===== src/rtl/refdiv_pkg.sv =====
`timescale 1ns/1ps
package refdiv_pkg;
  typedef enum logic {
    SRC_DIV = 1'b0,
    SRC_REF = 1'b1
  } clk_src_e;
endpackage


===== src/rtl/refdiv_cfg.sv =====
`timescale 1ns/1ps
module refdiv_cfg #(
  parameter int FIELD_W = 5,
  parameter int DATA_W  = 8,
  parameter int RST_DIV = 30
) (
  input  logic               clk_i,
  input  logic               rst_ni,
  input  logic               wr_en_i,
  input  logic [DATA_W-1:0]  wr_data_i,
  output logic [FIELD_W-1:0] field_o
);
  localparam logic [FIELD_W-1:0] RST_EVEN = FIELD_W'(RST_DIV) & ~FIELD_W'(1);

  logic [FIELD_W-1:0] field_q;
  logic               unused_bits;

  // reserved upper bits and the LSB are dropped
  assign unused_bits = ^{wr_data_i[DATA_W-1:FIELD_W], wr_data_i[0]};

  always_ff @(posedge clk_i or negedge rst_ni) begin
    if (!rst_ni) field_q <= RST_EVEN;
    else if (wr_en_i) field_q <= {wr_data_i[FIELD_W-1:1], 1'b0};
  end

  assign field_o = field_q;
endmodule


===== src/rtl/refdiv_core.sv =====
`timescale 1ns/1ps
module refdiv_core #(
  parameter int FIELD_W = 5,
  parameter int RST_DIV = 30
) (
  input  logic               clk_i,
  input  logic               rst_ni,
  input  logic [FIELD_W-1:0] field_i,
  output logic [FIELD_W-1:0] act_o,
  output logic [FIELD_W-2:0] cnt_o,
  output logic               div_o
);
  localparam int CNT_W = FIELD_W - 1;
  localparam logic [FIELD_W-1:0] RST_EVEN = FIELD_W'(RST_DIV) & ~FIELD_W'(1);

  logic [FIELD_W-1:0] act_q;
  logic [CNT_W-1:0]   cnt_q;
  logic               div_q;
  logic [CNT_W-1:0]   half_m1;

  // half period minus one: (N+2)/2 - 1 = N/2
  assign half_m1 = act_q[FIELD_W-1:1];

  always_ff @(posedge clk_i or negedge rst_ni) begin
    if (!rst_ni) begin
      act_q <= RST_EVEN;
      cnt_q <= '0;
      div_q <= 1'b0;
    end else if (act_q == '0) begin
      act_q <= field_i;
      cnt_q <= '0;
      div_q <= 1'b0;
    end else if (cnt_q == half_m1) begin
      cnt_q <= '0;
      div_q <= ~div_q;
      if (div_q) act_q <= field_i;  // period ends on falling output
    end else begin
      cnt_q <= cnt_q + 1'b1;
    end
  end

  assign act_o = act_q;
  assign cnt_o = cnt_q;
  assign div_o = div_q;
endmodule


===== src/rtl/refdiv_sel.sv =====
`timescale 1ns/1ps
module refdiv_sel
  import refdiv_pkg::*;
#(
  parameter int FIELD_W = 5,
  parameter int RST_DIV = 30
) (
  input  logic               clk_i,
  input  logic               rst_ni,
  input  logic [FIELD_W-1:0] act_i,
  input  logic               div_i,
  output clk_src_e           src_o,
  output logic               clk_o
);
  localparam clk_src_e RST_SRC = ((RST_DIV >> 1) == 0) ? SRC_REF : SRC_DIV;

  clk_src_e src_q;

  // select moves on falling reference edge with divided clock low
  always_ff @(negedge clk_i or negedge rst_ni) begin
    if (!rst_ni) src_q <= RST_SRC;
    else if (!div_i) src_q <= (act_i == '0) ? SRC_REF : SRC_DIV;
  end

  assign clk_o = (src_q == SRC_REF) ? clk_i : div_i;
  assign src_o = src_q;
endmodule


===== src/rtl/ref_clk_divider.sv =====
`timescale 1ns/1ps
module ref_clk_divider
  import refdiv_pkg::*;
#(
  parameter int FIELD_W = 5,
  parameter int DATA_W  = 8,
  parameter int RST_DIV = 30
) (
  input  logic              clk_i,
  input  logic              rst_ni,
  input  logic              wr_en_i,
  input  logic [DATA_W-1:0] wr_data_i,
  output logic              clk_o
);
  logic [FIELD_W-1:0] field_q;
  logic [FIELD_W-1:0] act_q;
  logic [FIELD_W-2:0] cnt_q;
  logic               div_q;
  clk_src_e           src_q;

  refdiv_cfg #(.FIELD_W(FIELD_W), .DATA_W(DATA_W), .RST_DIV(RST_DIV)) u_cfg (
    .clk_i     (clk_i),
    .rst_ni    (rst_ni),
    .wr_en_i   (wr_en_i),
    .wr_data_i (wr_data_i),
    .field_o   (field_q)
  );

  refdiv_core #(.FIELD_W(FIELD_W), .RST_DIV(RST_DIV)) u_core (
    .clk_i   (clk_i),
    .rst_ni  (rst_ni),
    .field_i (field_q),
    .act_o   (act_q),
    .cnt_o   (cnt_q),
    .div_o   (div_q)
  );

  refdiv_sel #(.FIELD_W(FIELD_W), .RST_DIV(RST_DIV)) u_sel (
    .clk_i  (clk_i),
    .rst_ni (rst_ni),
    .act_i  (act_q),
    .div_i  (div_q),
    .src_o  (src_q),
    .clk_o  (clk_o)
  );
endmodule


===== config.mk =====
export PLATFORM = sky130hd
export DESIGN_NAME = ref_clk_divider
export DESIGN_NICKNAME = d
export VERILOG_FILES = /design/src/rtl/refdiv_pkg.sv /design/src/rtl/refdiv_cfg.sv /design/src/rtl/refdiv_core.sv /design/src/rtl/refdiv_sel.sv /design/src/rtl/ref_clk_divider.sv
export SDC_FILE = /design/constraint.sdc
export NUM_CORES = 1
export LEC_CHECK = 0
export BUFFER_PORTS_ARGS = -buffer_cell sky130_fd_sc_hd__buf_4
export CAP_MARGIN = 5
export CORE_AREA = 2 2 39 41
export DETAILED_ROUTE_END_ITERATION = 16
export DIE_AREA = 0 0 41 43
export PLACE_DENSITY = 0.8
export SLEW_MARGIN = 20
export SYNTH_ARGS = -nofsm -noshare
export SYNTH_HDL_FRONTEND = slang
export SYNTH_SLANG_ARGS = --single-unit

===== constraint.sdc =====
create_clock -name clk_i -period 1.65 [get_ports clk_i]
set_input_delay 0.2475 -clock clk_i [delete_from_list [all_inputs] [get_ports clk_i]]
set_output_delay 0.2475 -clock clk_i [all_outputs]
set_load 0.005 [all_outputs]

==> Implementation_results.wiki, run 1 <==
{| class="wikitable"
! Metric !! Value
|-
| Worst Path Class, Setup || reg2out
|-
| Worst slack on hold paths || 0.0865 ns
|-
| Tot GR Track Use || 0.191
|-
| Clock network latency to the later pin of the worst-skew pair || 0.40 ns
|-
| Die width || 41 um
|-
| P&R area growth vs syn || 33.9%
|-
| Floorplan Core Area || 0.00138 mm2
|-
| Async S/R FF share, synth || 1.00
|-
| Final number of hold-violating endpoints || 0
|-
| Post-synthesis register bit count || 14
|-
| Fraction of power consumed by the clock network || 0.249
|-
| Dpl hpwl || 805 um
|-
| Initial antenna violation count || 0
|-
| Largest vdd supply drop || 1.01 mV
|-
| Per-cell via count in the routed design || 5.27
|-
| Wire length per cell after detailed routing || 14.3 um
|-
| Summed instance area of the synthesized netlist || 613 um2
|-
| Number of distinct library cells after synthesis || 16
|-
| Overflow left after global routing || 0
|-
| Cells after Synth || 44
|-
| Final weighted congestion of routability-driven global placement || 0.713
|-
| Highest net fanout along the worst path || 2
|-
| Worst Path Required || 1.40 ns
|-
| Wire length of the first global-routing pass || 1950 um
|-
| Final TNS setup || -0.836 ns
|-
| Inst Count DP || 73
|-
| Part of the power in registers || 0.380
|-
| Worst R2R Setup Slack || -0.17 ns
|-
| Worst relative slew slack || 0.780
|-
| Core utilization of the finished layout || 0.593
|-
| Total number of vias || 427
|-
| Total power density per cell area || 2020 mW/mm2
|-
| Count of port buffers added during placement || 7
|-
| NumNets Final || 78
|-
| CP max-delay cell || dfrtn_1
|-
| Int Pwr || 1110 uW
|-
| Placement row count || 14
|-
| Sequential cell area fraction in the yosys report || 0.588
|-
| Endpoints failing setup || 2
|-
| Path class of the lowest-slack min-delay path || in2reg
|-
| Max-slew violations || 0
|-
| Number of remaining DRC errors || 0
|-
| Number of synthesis warnings || 0
|-
| Number of global-route vias before repair || 471
|-
| Switching power || 553 uW
|-
| Number of maximum-capacitance violations || 0
|-
| Violation count after the first detailed-route iteration || 2
|-
| Result of the run || complete, but fails checks
|-
| Area of the die || 0.00176 mm2
|-
| Number of search-and-repair iterations in the first detailed-routing pass || 2
|-
| Antenna violation net count after detailed routing || 0
|-
| Switching power as a share of total power || 0.333
|-
| Post-route setup slack || -0.667 ns
|-
| Count of flip-flops with a built-in enable after synthesis || 0
|-
| Data arrival time of the critical path || 2.07 ns
|-
| Cell taking the most area after synthesis || dfstp_2
|-
| Starting density of the core || 0.443
|-
| Number of ports placed on the die boundary || 12
|-
| Die height || 43 um
|-
| Biggest area contributors in the synthesized netlist || dfstp_2 (34%), dfrtp_1 (20%), mux2_2 (11%)
|-
| Post-CTS clock slew at the launch and capture registers of the worst setup and hold paths || 0.08 ns
|-
| Count of filler cells inserted in the layout || 132
|-
| Antenna diode count || 0
|-
| Violated checks || setup timing
|-
| Count of placed standard cells in the final layout, fillers left out || 81
|-
| Largest stage delay on the critical path || 0.43 ns
|-
| Main synth FF type || dfstp_2
|-
| Critical path launch point type || register
|-
| Final worst clock skew || 0.0135 ns
|-
| Comb power frac || 0.371
|-
| Cells along the critical path || mux2_4 > buf_6
|-
| Number of nets produced by synthesis || 56
|-
| Wire length after detailed routing || 1160 um
|-
| Maximum number of pins on one net before global-route repair || 15
|-
| Kind of capture point of the worst setup path || output port
|-
| Actual slew at the worst max-slew pin || 0.328 ns
|-
| Fraction of layout instances using a drive strength above 1 || 0.615
|-
| Avg Synthesized Cell Area || 13.9 um2
|-
| Clock tree from TritonCTS || built
|-
| Unrepaired setup endpoints after global routing || yes
|-
| P_leak || 0.000373 uW
|-
| Top-area cell type share of the netlist area || 0.343
|}
## cells in the final DEF (no fill, tap or decap)
cell	Yosys	routed
a21o_2	1	1
a22o_1	4	4
buf_4	0	12
buf_6	0	1
clkbuf_4	0	6
clkbuf_8	0	1
dfrtn_1	1	1
dfrtp_1	5	5
dfstp_2	8	8
dlygate4sd3_1	0	1
ha_1	1	1
inv_1	1	1
mux2_2	6	5
mux2_4	0	1
nand2_2	1	1
nand3_1	1	1
nor2_1	5	5
nor4_2	0	1
nor4_4	1	1
or2_2	1	1
xnor2_1	2	2
xor2_1	5	4
xor2_2	0	1
## metal layers
| layer | wire length (um) | global-route usage |
|---|---|---|
| met2 | 600 | 0.234 |
| met3 | 65 | 0.162 |
| met4 | 29 | 0.173 |
| met5 | 0 | 0 |
| met1 | 462 | 0.186 |
## cell families (layout without fill, tap and decap cells)
logic type / count (synthesis) / after routing / share of synthesized area
buffers and inverters: 1 / 22 / 0.00612
flip-flops: 14 / 14 / 0.588
multiplexers: 6 / 6 / 0.110
adder cells (fa/ha/maj): 1 / 1 / 0.0204
AND/OR/NAND/NOR: 10 / 10 / 0.104
XOR/XNOR: 7 / 7 / 0.100
AO/OA/AOI/OAI: 5 / 5 / 0.0714
## path summary, 6_finish.rpt
| path | end | depth (start not counted) | startpoint |
|---|---|---|---|
| worst max-delay path | clk_o | 2 | u_sel.src_o |
| worst min-delay path | u_cfg.field_o[2] | 2 | wr_data_i[2] |
| worst max register to register | u_sel.src_o | 2 | u_core.act_o[2] |
| worst min register to register | u_sel.src_o | 1 | u_sel.src_o |
| max in group asynchronous | u_sel.src_o | 2 | rst_ni |
| min in group asynchronous | u_core.div_o | 2 | rst_ni |
## area by class of cell
| cell class | count | area, um2 | area share |
|---|---|---|---|
| inverter | 1 | 3.75 | 0.00457 |
| tap | 16 | 20.0 | 0.0244 |
| timing repair buffer | 13 | 100 | 0.122 |
| sequential | 14 | 360 | 0.439 |
| multi-input combinational | 29 | 267 | 0.325 |
| clock buffer | 8 | 70.1 | 0.0854 |
## power by group through the flow
stage | sequential [uW] | combinational, uW | clock [uW]
final | 631 | 614 | 413
after global routing | 644 | 671 | 458
after CTS | 627 | 619 | 429
after detailed placement | 631 | 599 | 38.5
after global placement | 622 | 566 | 38.5
after floorplan | 634 | 389 | 18.4
## sequential cells by signal, indices dropped and copies added, names as in the netlist
register,flops
u_sel.src_o,1
u_core.div_o,1
u_core.cnt_o,4
u_core.act_o,4
u_cfg.field_o,4
## stage by stage
stage               setup slack, ns  cell area [um2]  total power, uW
floorplan                    -0.170              619             1040
global placement             -0.257              737             1230
detailed placement           -0.271              737             1270
CTS                          -0.680              821             1670
global route                 -0.726              821             1770
finish                       -0.667              821             1660
## critical path: cells and delay by family (launching register included)
family	cells	cell delay, ns
buf+inv	1	0.11
mux	1	0.30
flops	1	0.43
## synth_stat cells, drive strengths merged, types with 2 or more instances
master	instances
nor2	5
xor2	5
mux2	6
dfrtp	5
nor4	2
dfstp	8
xnor2	2
a22o	4
## repair_timing
item,CTS,global route
pin swaps,1,6
endpoints found under the setup margin,2,6
endpoints found under the hold margin,13,0
setup buffers,1,0
gates resized for setup,2,1
hold buffers,1,0
No activity file was read; power rests on OpenSTA's default activity.
==> run 2, diff against run 1 <==
--- a/config.mk
+++ b/config.mk
@@ -7,10 +7,9 @@
 export LEC_CHECK = 0
 export BUFFER_PORTS_ARGS = -buffer_cell sky130_fd_sc_hd__buf_4
 export CAP_MARGIN = 5
-export CORE_AREA = 2 2 39 41
+export CORE_UTILIZATION = 45
 export DETAILED_ROUTE_END_ITERATION = 16
-export DIE_AREA = 0 0 41 43
-export PLACE_DENSITY = 0.8
+export PLACE_DENSITY = 0.82
 export SLEW_MARGIN = 20
 export SYNTH_ARGS = -nofsm -noshare
 export SYNTH_HDL_FRONTEND = slang
==> constraint.sdc (replaced) <==
create_clock -name clk_i -period 2.02 [get_ports clk_i]
set_input_delay 0.303 -clock clk_i [delete_from_list [all_inputs] [get_ports clk_i]]
set_output_delay 0.303 -clock clk_i [all_outputs]
set_load 0.005 [all_outputs]
==> Implementation_results.wiki, run 2 (synthesized netlist as in run 1, its figures left out) <==
{| class="wikitable"
! Metric !! Value
|-
| Violated checks || setup timing
|-
| Antenna diode count || 0 (unchanged)
|-
| Maximum number of pins on one net before global-route repair || 15 (unchanged)
|-
| Per-cell via count in the routed design || 5.13 (-2.8%)
|-
| Data arrival time of the critical path || 2.25 ns (+0.18 ns)
|-
| Wire length of the first global-routing pass || 1840 um (-5.7%)
|-
| Area of the die || 0.00151 mm2 (-14%)
|-
| Antenna violation net count after detailed routing || 0 (unchanged)
|-
| Post-route setup slack || -0.535 ns (+0.133 ns)
|-
| Met2 WL post-DR || 527 um (-12%)
|-
| Wire length after detailed routing || 1070 um (-7.2%)
|-
| NumNets Final || 78 (unchanged)
|-
| Fraction of layout instances using a drive strength above 1 || 0.600 (-0.0154)
|-
| Total power density per cell area || 1650 mW/mm2 (-18%)
|-
| Max-slew violations || 0 (unchanged)
|-
| Initial antenna violation count || 0 (unchanged)
|-
| Unrepaired setup endpoints after global routing || yes
|-
| Detailed route wirelength on metal3 || 42 um (-35%)
|-
| Wire length per cell after detailed routing || 13.6 um (-4.8%)
|-
| Largest vdd supply drop || 0.743 mV (-26%)
|-
| Result of the run || complete, but fails checks
|-
| Post-CTS clock slew at the launch and capture registers of the worst setup and hold paths || 0.08 ns (about the same)
|-
| P&R area growth vs syn || 32.2%
|-
| Power after layout || 1340 uW (-19%)
|-
| Origin of the worst min-delay path || wr_data_i[4]
|-
| Clock network latency to the later pin of the worst-skew pair || 0.40 ns (about the same)
|-
| P_leak || 0.000372 uW (-0.36%)
|-
| Count of buffers added by post-CTS timing repair for setup || 0 (-1)
|-
| Placement row count || 12 (-2)
|-
| Starting density of the core || 0.517 (+0.0738)
|-
| Endpoints failing setup || 1 (-1)
|-
| Total number of vias || 405 (-5.2%)
|-
| Violation count after the first detailed-route iteration || 3 (+1)
|-
| Count of port buffers added during placement || 7 (unchanged)
|-
| Top library cells by usage in the layout, fill and taps aside || buf_4 (12), dfstp_2 (8), clkbuf_4 (6)
|-
| Worst relative slew slack || 0.764 (-0.0160)
|-
| Number of ports placed on the die boundary || 12 (unchanged)
|-
| Actual slew at the worst max-slew pin || 0.352 ns (+0.0238 ns)
|-
| Number of search-and-repair iterations in the first detailed-routing pass || 4 (+2)
|-
| Overflow left after global routing || 0 (unchanged)
|-
| Final TNS setup || -0.535 ns (+0.302 ns)
|-
| Floorplan Core Area || 0.00119 mm2 (-14%)
|-
| Number of remaining DRC errors || 0 (unchanged)
|-
| Die height || 38.9 um (-9.5%)
|-
| Number of maximum-capacitance violations || 0 (unchanged)
|-
| Die width || 38.9 um (-5.1%)
|-
| Worst Path Class, Setup || reg2out
|-
| Kind of capture point of the worst setup path || output port
|-
| Final number of hold-violating endpoints || 0 (unchanged)
|-
| Critical path launch point type || register
|-
| Clock tree from TritonCTS || built
|-
| Final weighted congestion of routability-driven global placement || 0.743 (+4.2%)
|-
| Path class of the lowest-slack min-delay path || in2reg
|-
| DRT met1 WL || 446 um (-3.5%)
|-
| Highest routing layer actually used || met4
|-
| Worst Path Required || 1.72 ns (+0.32 ns)
|-
| Startpoint of the most critical register-to-register path || u_core.act_o[4]
|-
| Number of global-route vias before repair || 446 (-5.3%)
|-
| Commonest non-fill, non-tap cell in the layout || buf_4
|-
| Tot GR Track Use || 0.218 (+0.0271)
|-
| Highest net fanout along the worst path || 2 (unchanged)
|-
| Final worst clock skew || 0.0167 ns (+0.00320 ns)
|-
| Critical path origin || u_sel.src_o
|}
==> run 2: cell count changes in the layout (fill, tap and decap cells not counted) <==
cell | before | now
xor2_2 | 1 | 0
xor2_1 | 4 | 5
==> run 2: worst max-delay path, stage by stage (launching register included) <==
cell and delay [ns]:
dfrtn_1 0.43, mux2_4 0.30, buf_6 0.11
==> run 2: path summary, 6_finish.rpt <==
check,end,cells after the start,slack [ns]
max,clk_o,2,-0.53
min reg2reg,u_sel.src_o,1,0.48
min in group asynchronous,u_core.cnt_o[2],2,0.29
min,u_cfg.field_o[4],2,0.15
max in group asynchronous,u_sel.src_o,2,0.65
max reg2reg,u_sel.src_o,2,0.03
==> run 2: timing repair <==
item / CTS / global route
resized for setup: 1 / 1
hold buffers: 1 / 0
setup endpoints to repair: 1 / 2
hold endpoints to repair: 13 / 0
==> run 2: stage by stage <==
step	cell area, um2	std cells	util	hold slack [ns]	setup WS [ns]
floorplan	617	44	-	0.00741	0.00696
global placement	732	71	0.617	0.156	-0.111
detailed placement	732	71	0.617	0.158	-0.118
CTS	805	79	0.678	0.135	-0.543
global route	811	79	0.684	0.125	-0.583
finish	811	79	0.684	0.147	-0.535
==> run 2: metal layers <==
layer,track usage,vias up
met5,0,-
met4,0.293,0
met2,0.267,12
met1,0.209,192
met3,0.139,6
li1,-,195
==> run 2: final cells by class <==
cell class | instances | area (um2)
Tap cell | 14 | 17.5
Fill cell | 96 | 375
Clock buffer | 8 | 70.1
Inverter | 1 | 3.75
Multi-Input combinational cell | 29 | 259
Sequential cell | 14 | 360
Timing Repair Buffer | 13 | 100
==> run 2: power by group <==
part	switching, uW	internal, uW
logic	225	255
registers	83.2	425
clock network	133	214
==> run 3, diff against run 2 <==
--- a/config.mk
+++ b/config.mk
@@ -8,8 +8,10 @@
 export BUFFER_PORTS_ARGS = -buffer_cell sky130_fd_sc_hd__buf_4
 export CAP_MARGIN = 5
 export CORE_UTILIZATION = 45
+export CTS_CLUSTER_SIZE = 28
 export DETAILED_ROUTE_END_ITERATION = 16
 export PLACE_DENSITY = 0.82
+export RECOVER_POWER = 100
 export SLEW_MARGIN = 20
 export SYNTH_ARGS = -nofsm -noshare
 export SYNTH_HDL_FRONTEND = slang
==> Implementation_results.wiki, run 3 (synthesized netlist as in run 1, its figures left out) <==
{| class="wikitable"
! Metric !! Value
|-
| Highest routing layer actually used || met4
|-
| Top library cells by usage in the layout, fill and taps aside || buf_4 (10), dfstp_2 (8), clkbuf_4 (6)
|-
| Overflow left after global routing || 0 (unchanged)
|-
| Data arrival time of the critical path || 2.25 ns (about the same)
|-
| End point of the critical path || clk_o
|-
| Power after layout || 1270 uW (-4.8%)
|-
| Final number of hold-violating endpoints || 0 (unchanged)
|-
| Worst Path Required || 1.72 ns (about the same)
|-
| Result of the run || complete, but fails checks
|-
| Highest net fanout along the worst path || 2 (unchanged)
|-
| Worst R2R Setup Slack || 0.02 ns (about the same)
|-
| Floorplan Core Area || 0.00119 mm2 (unchanged)
|-
| Largest vdd supply drop || 0.718 mV (-3.4%)
|-
| Number of cells traversed by the worst register-to-register path || 2 (unchanged)
|-
| Maximum number of pins on one net before global-route repair || 15 (unchanged)
|-
| Number of global-route vias before repair || 446 (unchanged)
|-
| Clock tree from TritonCTS || built
|-
| Wire length per cell after detailed routing || 13.8 um (+1.8%)
|-
| Placement row count || 12 (unchanged)
|-
| Violation count after the first detailed-route iteration || 2 (-1)
|-
| Core utilization of the finished layout || 0.665 (-0.0190)
|-
| Kind of capture point of the worst setup path || output port
|-
| Count of buffers added by post-CTS timing repair for setup || 0 (unchanged)
|-
| Number of search-and-repair iterations in the first detailed-routing pass || 4 (unchanged)
|-
| Post-CTS clock slew at the launch and capture registers of the worst setup and hold paths || 0.08 ns (about the same)
|-
| DRT met1 WL || 460 um (+3.1%)
|-
| Post-route setup slack || -0.529 ns (+0.00590 ns)
|-
| Starting density of the core || 0.517 (unchanged)
|-
| Actual slew at the worst max-slew pin || 0.809 ns (+0.457 ns)
|-
| Endpoints failing setup || 1 (unchanged)
|-
| Wire length after detailed routing || 1090 um (+1.8%)
|-
| Number of ports placed on the die boundary || 12 (unchanged)
|-
| Worst Path Class, Setup || reg2out
|-
| Antenna diode count || 0 (unchanged)
|-
| Fraction of layout instances using a drive strength above 1 || 0.554 (-0.0462)
|-
| P&R area growth vs syn || 28.6%
|-
| NumNets Final || 78 (unchanged)
|-
| Tot GR Track Use || 0.218 (unchanged)
|-
| Die width || 38.9 um (unchanged)
|-
| Per-cell via count in the routed design || 5.06 (-1.2%)
|-
| Met2 WL post-DR || 515 um (-2.3%)
|-
| Final worst clock skew || 0.0136 ns (-0.00302 ns)
|-
| Path class of the lowest-slack min-delay path || in2reg
|-
| Worst relative slew slack || 0.456 (-0.308)
|-
| Startpoint of the most critical register-to-register path || u_core.act_o[4]
|-
| Total number of vias || 400 (-1.2%)
|-
| Count of filler cells inserted in the layout || 99 (+3.1%)
|-
| Unrepaired setup endpoints after global routing || yes
|-
| Wire length of the first global-routing pass || 1840 um (unchanged)
|-
| Area of the die || 0.00151 mm2 (unchanged)
|-
| Number of remaining DRC errors || 0 (unchanged)
|-
| P_leak || 0.000363 uW (-2.5%)
|-
| Number of maximum-capacitance violations || 0 (unchanged)
|-
| R2r endpoint || u_sel.src_o
|-
| Initial antenna violation count || 0 (unchanged)
|-
| Commonest non-fill, non-tap cell in the layout || buf_4
|-
| Die height || 38.9 um (unchanged)
|-
| Count of port buffers added during placement || 7 (unchanged)
|-
| Violated checks || setup timing
|-
| Antenna violation net count after detailed routing || 0 (unchanged)
|-
| Clock network latency to the later pin of the worst-skew pair || 0.40 ns (about the same)
|-
| Final weighted congestion of routability-driven global placement || 0.743 (unchanged)
|-
| Critical path launch point type || register
|-
| Critical path origin || u_sel.src_o
|-
| Max-slew violations || 0 (unchanged)
|-
| Detailed route wirelength on metal3 || 50 um (+19%)
|-
| Total power density per cell area || 1610 mW/mm2 (-2.1%)
|}
==> run 3: layout make-up <==
type,count,area [um2],share of cell area
flip-flops and latches,14,360,0.457
multi-input cells,29,244,0.310
repair buffers,13,92.6,0.117
clock buffers,8,70.1,0.0889
well taps,14,17.5,0.0222
inverters,1,3.75,0.00476
==> run 3: worst min-delay path by stage <==
stage                             from          endpoint  depth (start not counted)  slack, ns
after floorplan                 rst_ni   u_core.cnt_o[0]                          0      0.007
after global placement          rst_ni   u_core.cnt_o[2]                          1       0.16
after detailed placement        rst_ni   u_core.cnt_o[0]                          1       0.16
after CTS                 wr_data_i[4]  u_cfg.field_o[4]                          2       0.13
after global routing      wr_data_i[4]  u_cfg.field_o[4]                          2       0.12
final                     wr_data_i[4]  u_cfg.field_o[4]                          2       0.15
==> run 3: power breakdown <==
| part | switching (uW) | internal, uW |
|---|---|---|
| clock network | 129 | 214 |
| registers | 83.0 | 425 |
| logic | 188 | 232 |
| total | 399 | 872 |
==> run 3: metrics by stage <==
step | cells | instance area (um2) | setup slack (ns) | TNS, ns | hold WS [ns]
after floorplan | 44 | 617 | 0.00696 | 0 | 0.00741
after global placement | 71 | 732 | -0.111 | -0.111 | 0.156
after detailed placement | 71 | 732 | -0.118 | -0.118 | 0.158
after CTS | 79 | 805 | -0.543 | -0.543 | 0.135
after global routing | 79 | 788 | -0.583 | -1.20 | 0.125
final | 79 | 788 | -0.529 | -0.529 | 0.145
==> run 3: per-layer routing <==
metal | GRT usage | up-vias
met3 | 0.139 | 7
met1 | 0.209 | 187
met2 | 0.267 | 11
met4 | 0.293 | 0
met5 | 0 | -
li1 | - | 195
==> run 3: worst max-delay path: stages, from the launching register on <==
cell and delay [ns]:
dfrtn_1 0.42, mux2_4 0.30, buf_6 0.11
==> run 3: timing repair <==
item	CTS	global route
endpoints found under the hold margin	13	0
resized for setup	1	1
cloned	0	0
endpoints found under the setup margin	1	2
hold buffers	1	0
